[src/rtl/cvinit_pkg.sv]
package cvinit_pkg;
  localparam int DEF_SMP_W = 16;
  localparam int DEF_INIT_PERIODS = 1059;

  typedef enum logic {
    T_IDLE = 1'b0,
    T_RUN  = 1'b1
  } tmr_state_e;
endpackage

[src/rtl/cvinit_trig.sv]
module cvinit_trig (
  input  logic clk,
  input  logic rst_n,
  input  logic cap_en_l,
  input  logic cap_en_r,
  input  logic play_en,
  output logic cap_trig,
  output logic play_trig
);
  logic prev_l, prev_r, prev_p;

  always_ff @(posedge clk) begin
    if (!rst_n) begin
      prev_l <= 1'b0;
      prev_r <= 1'b0;
      prev_p <= 1'b0;
    end else begin
      prev_l <= cap_en_l;
      prev_r <= cap_en_r;
      prev_p <= play_en;
    end
  end

  logic rise_l, rise_r, rise_p;
  always_comb begin
    rise_l    = cap_en_l & ~prev_l;
    rise_r    = cap_en_r & ~prev_r;
    rise_p    = play_en & ~prev_p;
    cap_trig  = (rise_l | rise_r) & ~play_en;
    play_trig = rise_p & ~cap_en_l & ~cap_en_r;
  end

  // the two triggers exclude each other
  assert_trig_exclusive_R4: assert property (@(posedge clk) disable iff (!rst_n)
    !(cap_trig && play_trig));
endmodule

[src/rtl/cvinit_timer.sv]
module cvinit_timer
  import cvinit_pkg::*;
#(
  parameter int INIT_PERIODS = DEF_INIT_PERIODS
) (
  input  logic clk,
  input  logic rst_n,
  input  logic stb,
  input  logic en,
  input  logic trig,
  output logic busy,
  output logic busy_nxt
);
  localparam int CNT_W = (INIT_PERIODS > 2) ? $clog2(INIT_PERIODS) : 1;
  localparam logic [CNT_W-1:0] LAST = CNT_W'(INIT_PERIODS - 1);

  tmr_state_e st, st_nxt;
  logic [CNT_W-1:0] cnt, cnt_nxt;

  always_comb begin
    st_nxt  = st;
    cnt_nxt = cnt;
    if (!en) begin
      st_nxt  = T_IDLE;
      cnt_nxt = '0;
    end else if (st == T_IDLE) begin
      if (trig) begin
        st_nxt  = T_RUN;
        cnt_nxt = '0;
      end
    end else if (stb) begin
      if (cnt == LAST) begin
        st_nxt  = T_IDLE;
        cnt_nxt = '0;
      end else begin
        cnt_nxt = cnt + 1'b1;
      end
    end
  end

  always_ff @(posedge clk) begin
    if (!rst_n) begin
      st  <= T_IDLE;
      cnt <= '0;
    end else begin
      st  <= st_nxt;
      cnt <= cnt_nxt;
    end
  end

  assign busy     = (st == T_RUN);
  assign busy_nxt = (st_nxt == T_RUN);

  assert_abort_R9: assert property (@(posedge clk) disable iff (!rst_n)
    !en |=> !busy);

  assert_cnt_range_R5: assert property (@(posedge clk) disable iff (!rst_n)
    busy |-> (cnt <= LAST));

  assert_hold_no_strobe_R5: assert property (@(posedge clk) disable iff (!rst_n)
    (busy && en && !stb) |=> (busy && $stable(cnt)));

  // while running, each strobe only advances the count by one
  assert_no_restart_R10: assert property (@(posedge clk) disable iff (!rst_n)
    (busy && en && stb && (cnt != LAST)) |=> (busy && (cnt == $past(cnt) + 1'b1)));

  // a busy flag rises only after a trigger
  assert_start_on_trig_R2: assert property (@(posedge clk) disable iff (!rst_n)
    $rose(busy) |-> $past(trig));
endmodule

[src/rtl/cvinit_gate.sv]
module cvinit_gate #(
  parameter int W  = 16,
  parameter int CH = 2
) (
  input  logic                 clk,
  input  logic                 rst_n,
  input  logic                 force_zero,
  input  logic [CH-1:0][W-1:0] din,
  output logic [CH-1:0][W-1:0] dout
);
  for (genvar c = 0; c < CH; c++) begin : g_ch
    always_ff @(posedge clk) begin
      if (!rst_n)          dout[c] <= '0;
      else if (force_zero) dout[c] <= '0;
      else                 dout[c] <= din[c];
    end
  end
endmodule

[src/rtl/conv_init_seq.sv]
module conv_init_seq
  import cvinit_pkg::*;
#(
  parameter int SMP_W        = DEF_SMP_W,
  parameter int INIT_PERIODS = DEF_INIT_PERIODS
) (
  input  logic             clk,
  input  logic             pwr_rst_n,
  input  logic             smp_stb,
  input  logic             cap_en_l,
  input  logic             cap_en_r,
  input  logic             play_en,
  input  logic [SMP_W-1:0] cap_din_l,
  input  logic [SMP_W-1:0] cap_din_r,
  input  logic [SMP_W-1:0] play_din_l,
  input  logic [SMP_W-1:0] play_din_r,
  output logic             cap_busy,
  output logic             play_busy,
  output logic [SMP_W-1:0] cap_dout_l,
  output logic [SMP_W-1:0] cap_dout_r,
  output logic [SMP_W-1:0] play_dout_l,
  output logic [SMP_W-1:0] play_dout_r
);
  localparam int NCH = 2;

  logic cap_trig, play_trig;
  logic cap_any;
  logic cap_busy_nxt, play_busy_nxt;

  assign cap_any = cap_en_l | cap_en_r;

  cvinit_trig trig_i (
    .clk       (clk),
    .rst_n     (pwr_rst_n),
    .cap_en_l  (cap_en_l),
    .cap_en_r  (cap_en_r),
    .play_en   (play_en),
    .cap_trig  (cap_trig),
    .play_trig (play_trig)
  );

  cvinit_timer #(.INIT_PERIODS(INIT_PERIODS)) cap_tmr_i (
    .clk      (clk),
    .rst_n    (pwr_rst_n),
    .stb      (smp_stb),
    .en       (cap_any),
    .trig     (cap_trig),
    .busy     (cap_busy),
    .busy_nxt (cap_busy_nxt)
  );

  cvinit_timer #(.INIT_PERIODS(INIT_PERIODS)) play_tmr_i (
    .clk      (clk),
    .rst_n    (pwr_rst_n),
    .stb      (smp_stb),
    .en       (play_en),
    .trig     (play_trig),
    .busy     (play_busy),
    .busy_nxt (play_busy_nxt)
  );

  logic [NCH-1:0][SMP_W-1:0] cap_in, cap_out, play_in, play_out;
  assign cap_in  = {cap_din_r, cap_din_l};
  assign play_in = {play_din_r, play_din_l};

  cvinit_gate #(.W(SMP_W), .CH(NCH)) cap_gate_i (
    .clk        (clk),
    .rst_n      (pwr_rst_n),
    .force_zero (cap_busy_nxt),
    .din        (cap_in),
    .dout       (cap_out)
  );

  cvinit_gate #(.W(SMP_W), .CH(NCH)) play_gate_i (
    .clk        (clk),
    .rst_n      (pwr_rst_n),
    .force_zero (play_busy_nxt),
    .din        (play_in),
    .dout       (play_out)
  );

  assign cap_dout_l  = cap_out[0];
  assign cap_dout_r  = cap_out[1];
  assign play_dout_l = play_out[0];
  assign play_dout_r = play_out[1];

  assert_cap_zero_R6: assert property (@(posedge clk) disable iff (!pwr_rst_n)
    cap_busy |-> (cap_dout_l == '0 && cap_dout_r == '0));

  assert_play_zero_R7: assert property (@(posedge clk) disable iff (!pwr_rst_n)
    play_busy |-> (play_dout_l == '0 && play_dout_r == '0));

  assert_one_path_R4: assert property (@(posedge clk) disable iff (!pwr_rst_n)
    !(cap_busy && play_busy));

  assert_reset_clear_R1: assert property (@(posedge clk)
    !pwr_rst_n |=> (!cap_busy && !play_busy && cap_dout_l == '0 && play_dout_r == '0));
endmodule

[config.mk]
export PLATFORM = sky130hd
export DESIGN_NAME = conv_init_seq
export DESIGN_NICKNAME = d
export VERILOG_FILES = /design/src/rtl/cvinit_pkg.sv /design/src/rtl/cvinit_trig.sv /design/src/rtl/cvinit_timer.sv /design/src/rtl/cvinit_gate.sv /design/src/rtl/conv_init_seq.sv
export SDC_FILE = /design/constraint.sdc
export NUM_CORES = 1
export LEC_CHECK = 0
export CAP_MARGIN = 20
export CELL_PAD_IN_SITES_DETAIL_PLACEMENT = 1
export CELL_PAD_IN_SITES_GLOBAL_PLACEMENT = 1
export CORE_MARGIN = 5
export CORE_UTILIZATION = 36
export CTS_BUF_LIST = sky130_fd_sc_hd__clkbuf_8
export CTS_CLUSTER_SIZE = 40
export DETAILED_ROUTE_END_ITERATION = 12
export PLACE_DENSITY = 0.85
export SLEW_MARGIN = 20
export SYNTH_ARGS = -nofsm -noshare
export SYNTH_HDL_FRONTEND = slang
export SYNTH_HIERARCHICAL = 1
export SYNTH_SLANG_ARGS = --single-unit
[constraint.sdc]
create_clock -name clk -period 2.8 [get_ports clk]
set_clock_uncertainty 0.2 [all_clocks]
set_input_delay 0.7 -clock clk [delete_from_list [all_inputs] [get_ports clk]]
set_output_delay 0.7 -clock clk [all_outputs]
set_load 0.02 [all_outputs]
---- Yosys cells after proc, flatten, opt, wreduce, memory -nomap -nowiden ----
Index checks and enable logic that the tools add are counted.
word-level totals
  input bits .............................. 70
  ROM bits ................................ 0
  register bits after elaboration ......... 91
  memory bits (writable) .................. 0
  bits in latches ......................... 0
  word-level logic and storage cells ...... 58
  memories ................................ 0
operators by class
  $mul .................................... 0
  bitwise operators ....................... 15
  equality and inequality tests ........... 4
  reduce and logical (&&, ||, !) cells .... 8
  div/mod/pow operators ................... 0
  magnitude comparators ................... 0
  $add $sub $neg .......................... 2
  mux-type cells .......................... 18
  shift-type cells ........................ 0
operator list
  operator                                                         number
  11-bit two-way mux                                               8
  11-bit by 1-bit adder with 11-bit output, second input constant  2
  11-bit == test, second input constant                            2
  1-bit two-way mux                                                10
  2-bit AND reduction                                              4
  1-bit inverter                                                   7
  1-bit AND                                                        6
  2-bit != test, second input constant                             2
  2-bit nonzero test                                               2
  2-bit OR reduction                                               2
  1-bit bitwise OR                                                 2

---- Logic depth before layout (Yosys ltp) ----
  depth in word-level cells ............... 8
  mapped depth ............................ 8

---- Hierarchy ----
The synthesis kept the hierarchy.
modules (own cells, without submodules)
  module         cells each  sequential area each (µm²)  area an instance (µm²)  times used
  cvinit_gate    70          640.6                       998.5                   2
  cvinit_timer   85          240.2                       690.7                   2
  cvinit_trig    10          60.1                        111.4                   1
  conv_init_seq  1           0.0                         6.3                     1

---- Worst setup path after synthesis ----
OpenSTA, ideal clock, no wires.
  path kind ............................... in2reg
  start ................................... input port cap_en_l
  end ..................................... register play_gate_i/dout[0] (netlist bit)
  buffers on the path ..................... 1
  stages .................................. 5
  library setup time ...................... 117 ps
  setup slack ............................. 794 ps
  data arrival time ....................... 1,689 ps
  path through ............................ nor4b_2 o22ai_1 nor2_1 buf_4 and3b_2
between the ends
  word-level cells in the longest chain between the ends .. 7
ends and longest elaborated chain
  what                            line                 text
  start: declaration              conv_init_seq.sv:10  input logic cap_en_l,
  1-bit inverter                  cvinit_trig.sv:30    play_trig = rise_p & ~cap_en_l & ~cap_en_r;
  1-bit AND (2 in a row)          cvinit_trig.sv:30
  1-bit two-way mux               cvinit_timer.sv:27   if (trig) begin
  1-bit two-way mux               cvinit_timer.sv:26   end else if (st == T_IDLE) begin
  1-bit two-way mux               cvinit_timer.sv:23   if (!en) begin
  net play_busy_nxt               conv_init_seq.sv:28  logic cap_busy_nxt, play_busy_nxt;
  2-bit OR reduction (no line)    --
  end signal: indexed assignment  cvinit_gate.sv:15    else dout[c] <= din[c];
  end: declaration                cvinit_gate.sv:9     output logic [CH-1:0][W-1:0] dout
The timed path passes the listed nets, and every way through them passes these cells.
A chain may end at the register's enable or synchronous reset.

---- Worst setup path in the final report ----
  start ................................... register cap_tmr_i.st (netlist: cap_tmr_i/busy)
  end ..................................... output port cap_busy
RTL lines
  what                      line                 text
  start: declaration        cvinit_timer.sv:17   tmr_state_e st, st_nxt;
  start signal: assignment  cvinit_timer.sv:46   st <= st_nxt;
  end: declaration          conv_init_seq.sv:17  output logic cap_busy,
No word-level cell between the ends.

==> results.toml <==
[drt]
via_per_inst = 4.918
antenna_left = 0
drt_iter0_markers = 108
first_pass_iters = 4
drc = 0
vias = 2926
avgRoutedWirePerCell_um = 17.77
drt_wl_total_mm = 10.58

[logic_synthesis]
synthSimpleGateAreaFrac_pct = 32.57
synth_mux_area_share_pct = 1.145
yosysWarnings = 6
synth-main-ff-cell = "dfxtp_1"
syn_inst = 321
syn_area_per_cell_um2 = 10.89
mappedNetlistArea_um2 = 3496
ys_types = 35
ys_ff_latch = 91
ys_async_sr_fraction_pct = 0
synth-xor-area-share_pct = 0.5011
synth.area.top_cells = "dfxtp_1 52%, and3b_2 18%, nand2_1 2.8%, nor4b_2 2.1%, o21ai_1 1.7%"
synth.most_common_cell = "dfxtp_1"
synth_edf_count = 0
ys_seq_area_share_pct = 52.11
yosys.area.top_type = "dfxtp_1"
yosysTopAreaCellShare_pct = 52.11
synthAdderAreaFrac_pct = 1.432
synth_common_cells = "91 x dfxtp_1, 64 x and3b_2, 26 x nand2_1"
synth_compound_area_share_pct = 9.019
synth_top_family_by_area = "simple AND/OR/NAND/NOR gates"
synthesis.nets = 395

[sta]
fin_crit_ns = 2.420
grt_setup_unrepaired = "no"
tns_ns = 0
slew_violations = 0
fmax_ghz = 0.4132
finalCritPeriodShare_pct = 86.44
hold_viol = 0
setup_viol = 0
maxSlewHeadroom_pct = 65.37
worst_pin_slew_ns = 0.5051

[grt]
antenna_found_initial = 0
grt_pass1_wl_mm = 16.24
grt-ovfl-total = 0
grt_pass1_vias = 3133
grt_max_degree = 50
track_usage_pct = 17.83

[finish]
seq_area_um2 = 1822
final_util_pct = 53.73
multi_input_area_um2 = 1562
antenna_cells = 0
postLayoutCellArea_um2 = 5179
n_fill_cell = 1042
area_delta_synth_final_pct = 48.14
drive_above_1_share_pct = 20.13
num-nets-final = 532

[floorplan]
num_rows = 36
fp.dieH_um = 108.5
die_x_um = 108.5
initial_utilization_pct = 36.27
dieArea_um2 = 11780
core_area_um2 = 9639
io_pins = 136

[worst_setup_path]
start_kind = "flop"
arrival_ns = 1.52
path_max_fanout = 8
required_ns = 1.90
worstSetupPathType = "reg2out"
crit_family = "buffers and inverters"
critPathBufInv = 1
slowest_stage = "clkdlybuf4s50_1"
max_stage_delay_ns = 0.68
crit_chain = "clkdlybuf4s50_1"
cp-end-kind = "output port"

[placed_design]
hpwl_mm = 8.112
gp_congestion = 0.7875
io_buffers = 135
dpl_cell_area_um2 = 4989

[clock_network]
cts_buffer_depth = 2
cts-root-buf = "clkbuf_8"
postCtsHoldBufs = 0
numCtsBuffers = 9
numClockSinks = 91
cts_tree = "built"
ctsResizeCount = 0
clk_latency_ns = 0.35
h-tree-depth = 3
clk_pin_slew_ns = 0.09
post_cts_buffers = 0

[power]
ir_drop_mv = 0.2327
p_leak_nw = 2.031
power.density_nw_per_um2 = 514.6

[job]
max-cap-violations = 0

[run_status]
status = "finished clean"

[hold_path]
hp-class = "reg2reg"
## per-layer routing
metal	vias to the layer above	routed length [um]	track usage, %
li1	1414	-	-
met1	1410	4219	19.57
met2	92	5486	32.48
met3	10	749	5.910
met4	0	120	5.230
met5	-	0	0
## flip-flops by register name, summed over array words and instances, names as in the netlist
| signal | count |
|---|---|
| cap_gate_i/dout | 32 |
| cap_tmr_i/cnt | 11 |
| trig_i/prev_l | 1 |
| cap_tmr_i/busy | 1 |
| play_tmr_i/busy | 1 |
| play_tmr_i/cnt | 11 |
| trig_i/prev_p | 1 |
| trig_i/prev_r | 1 |
| play_gate_i/dout | 32 |
## path summary, 6_finish.rpt
path	from	to	slack, ns	cells after the start
worst max-delay path	cap_tmr_i/busy$_SDFF_PN0_	cap_busy	0.38	1
worst min-delay path	cap_tmr_i/cnt[10]$_SDFFE_PN0P_	cap_tmr_i/cnt[10]$_SDFFE_PN0P_	0.30	1
worst max register to register	play_tmr_i/cnt[0]$_SDFFE_PN0P_	play_gate_i/dout[1]$_SDFF_PP0_	0.82	8
worst min register to register	cap_tmr_i/cnt[10]$_SDFFE_PN0P_	cap_tmr_i/cnt[10]$_SDFFE_PN0P_	0.30	1
## cell families (layout without fill, tap and decap cells)
logic type	after synthesis	after routing
AO/OA/AOI/OAI	49	49
flip-flops	91	91
AND/OR/NAND/NOR	149	149
multiplexers	4	4
buffers and inverters	22	163
adder cells (fa/ha/maj)	4	4
XOR/XNOR	2	2
## where the power goes
group | total, mW | switching, mW | internal [mW]
clock | 0.869 | 0.460 | 0.409
combinational | 0.422 | 0.178 | 0.244
sequential | 1.37 | 0.0206 | 1.35
total | 2.66 | 0.659 | 2.01
## layout by cell type (no fill, tap or decap), types with 3 or more instances in the layout
master / count
nor4b_2: 5
nand3_1: 6
nand4_1: 6
nand2b_1: 4
nand2_1: 26
mux2i_1: 4
clkdlybuf4s50_1: 134
buf_4: 3
o21ai_1: 12
and2_1: 3
ha_1: 4
inv_1: 9
and3b_2: 64
a21oi_1: 11
dfxtp_1: 91
nor2b_1: 6
nor3_1: 6
a31oi_1: 8
nor2_1: 12
o21a_1: 4
clkbuf_8: 9
## final cells by class
cell class,instances,share of cell area [%]
flip-flops and latches,91,35.18
well taps,133,3.213
inverters,8,0.5798
clock inverters,6,1.281
clock buffers,9,2.392
repair buffers,140,27.20
multi-input cells,208,30.15
## through the flow
stage	setup slack (ns)	hold slack [ns]	power (mW)	cells
floorplan	0.7940	0.2325	1.579	321
global placement	0.1778	0.2583	1.812	580
detailed placement	0.1471	0.2720	1.829	580
CTS	0.3536	0.3037	2.703	595
global route	0.2859	0.3292	2.798	595
finish	0.3796	0.2957	2.665	595
Note: power is estimated with default switching activity, not from simulation.
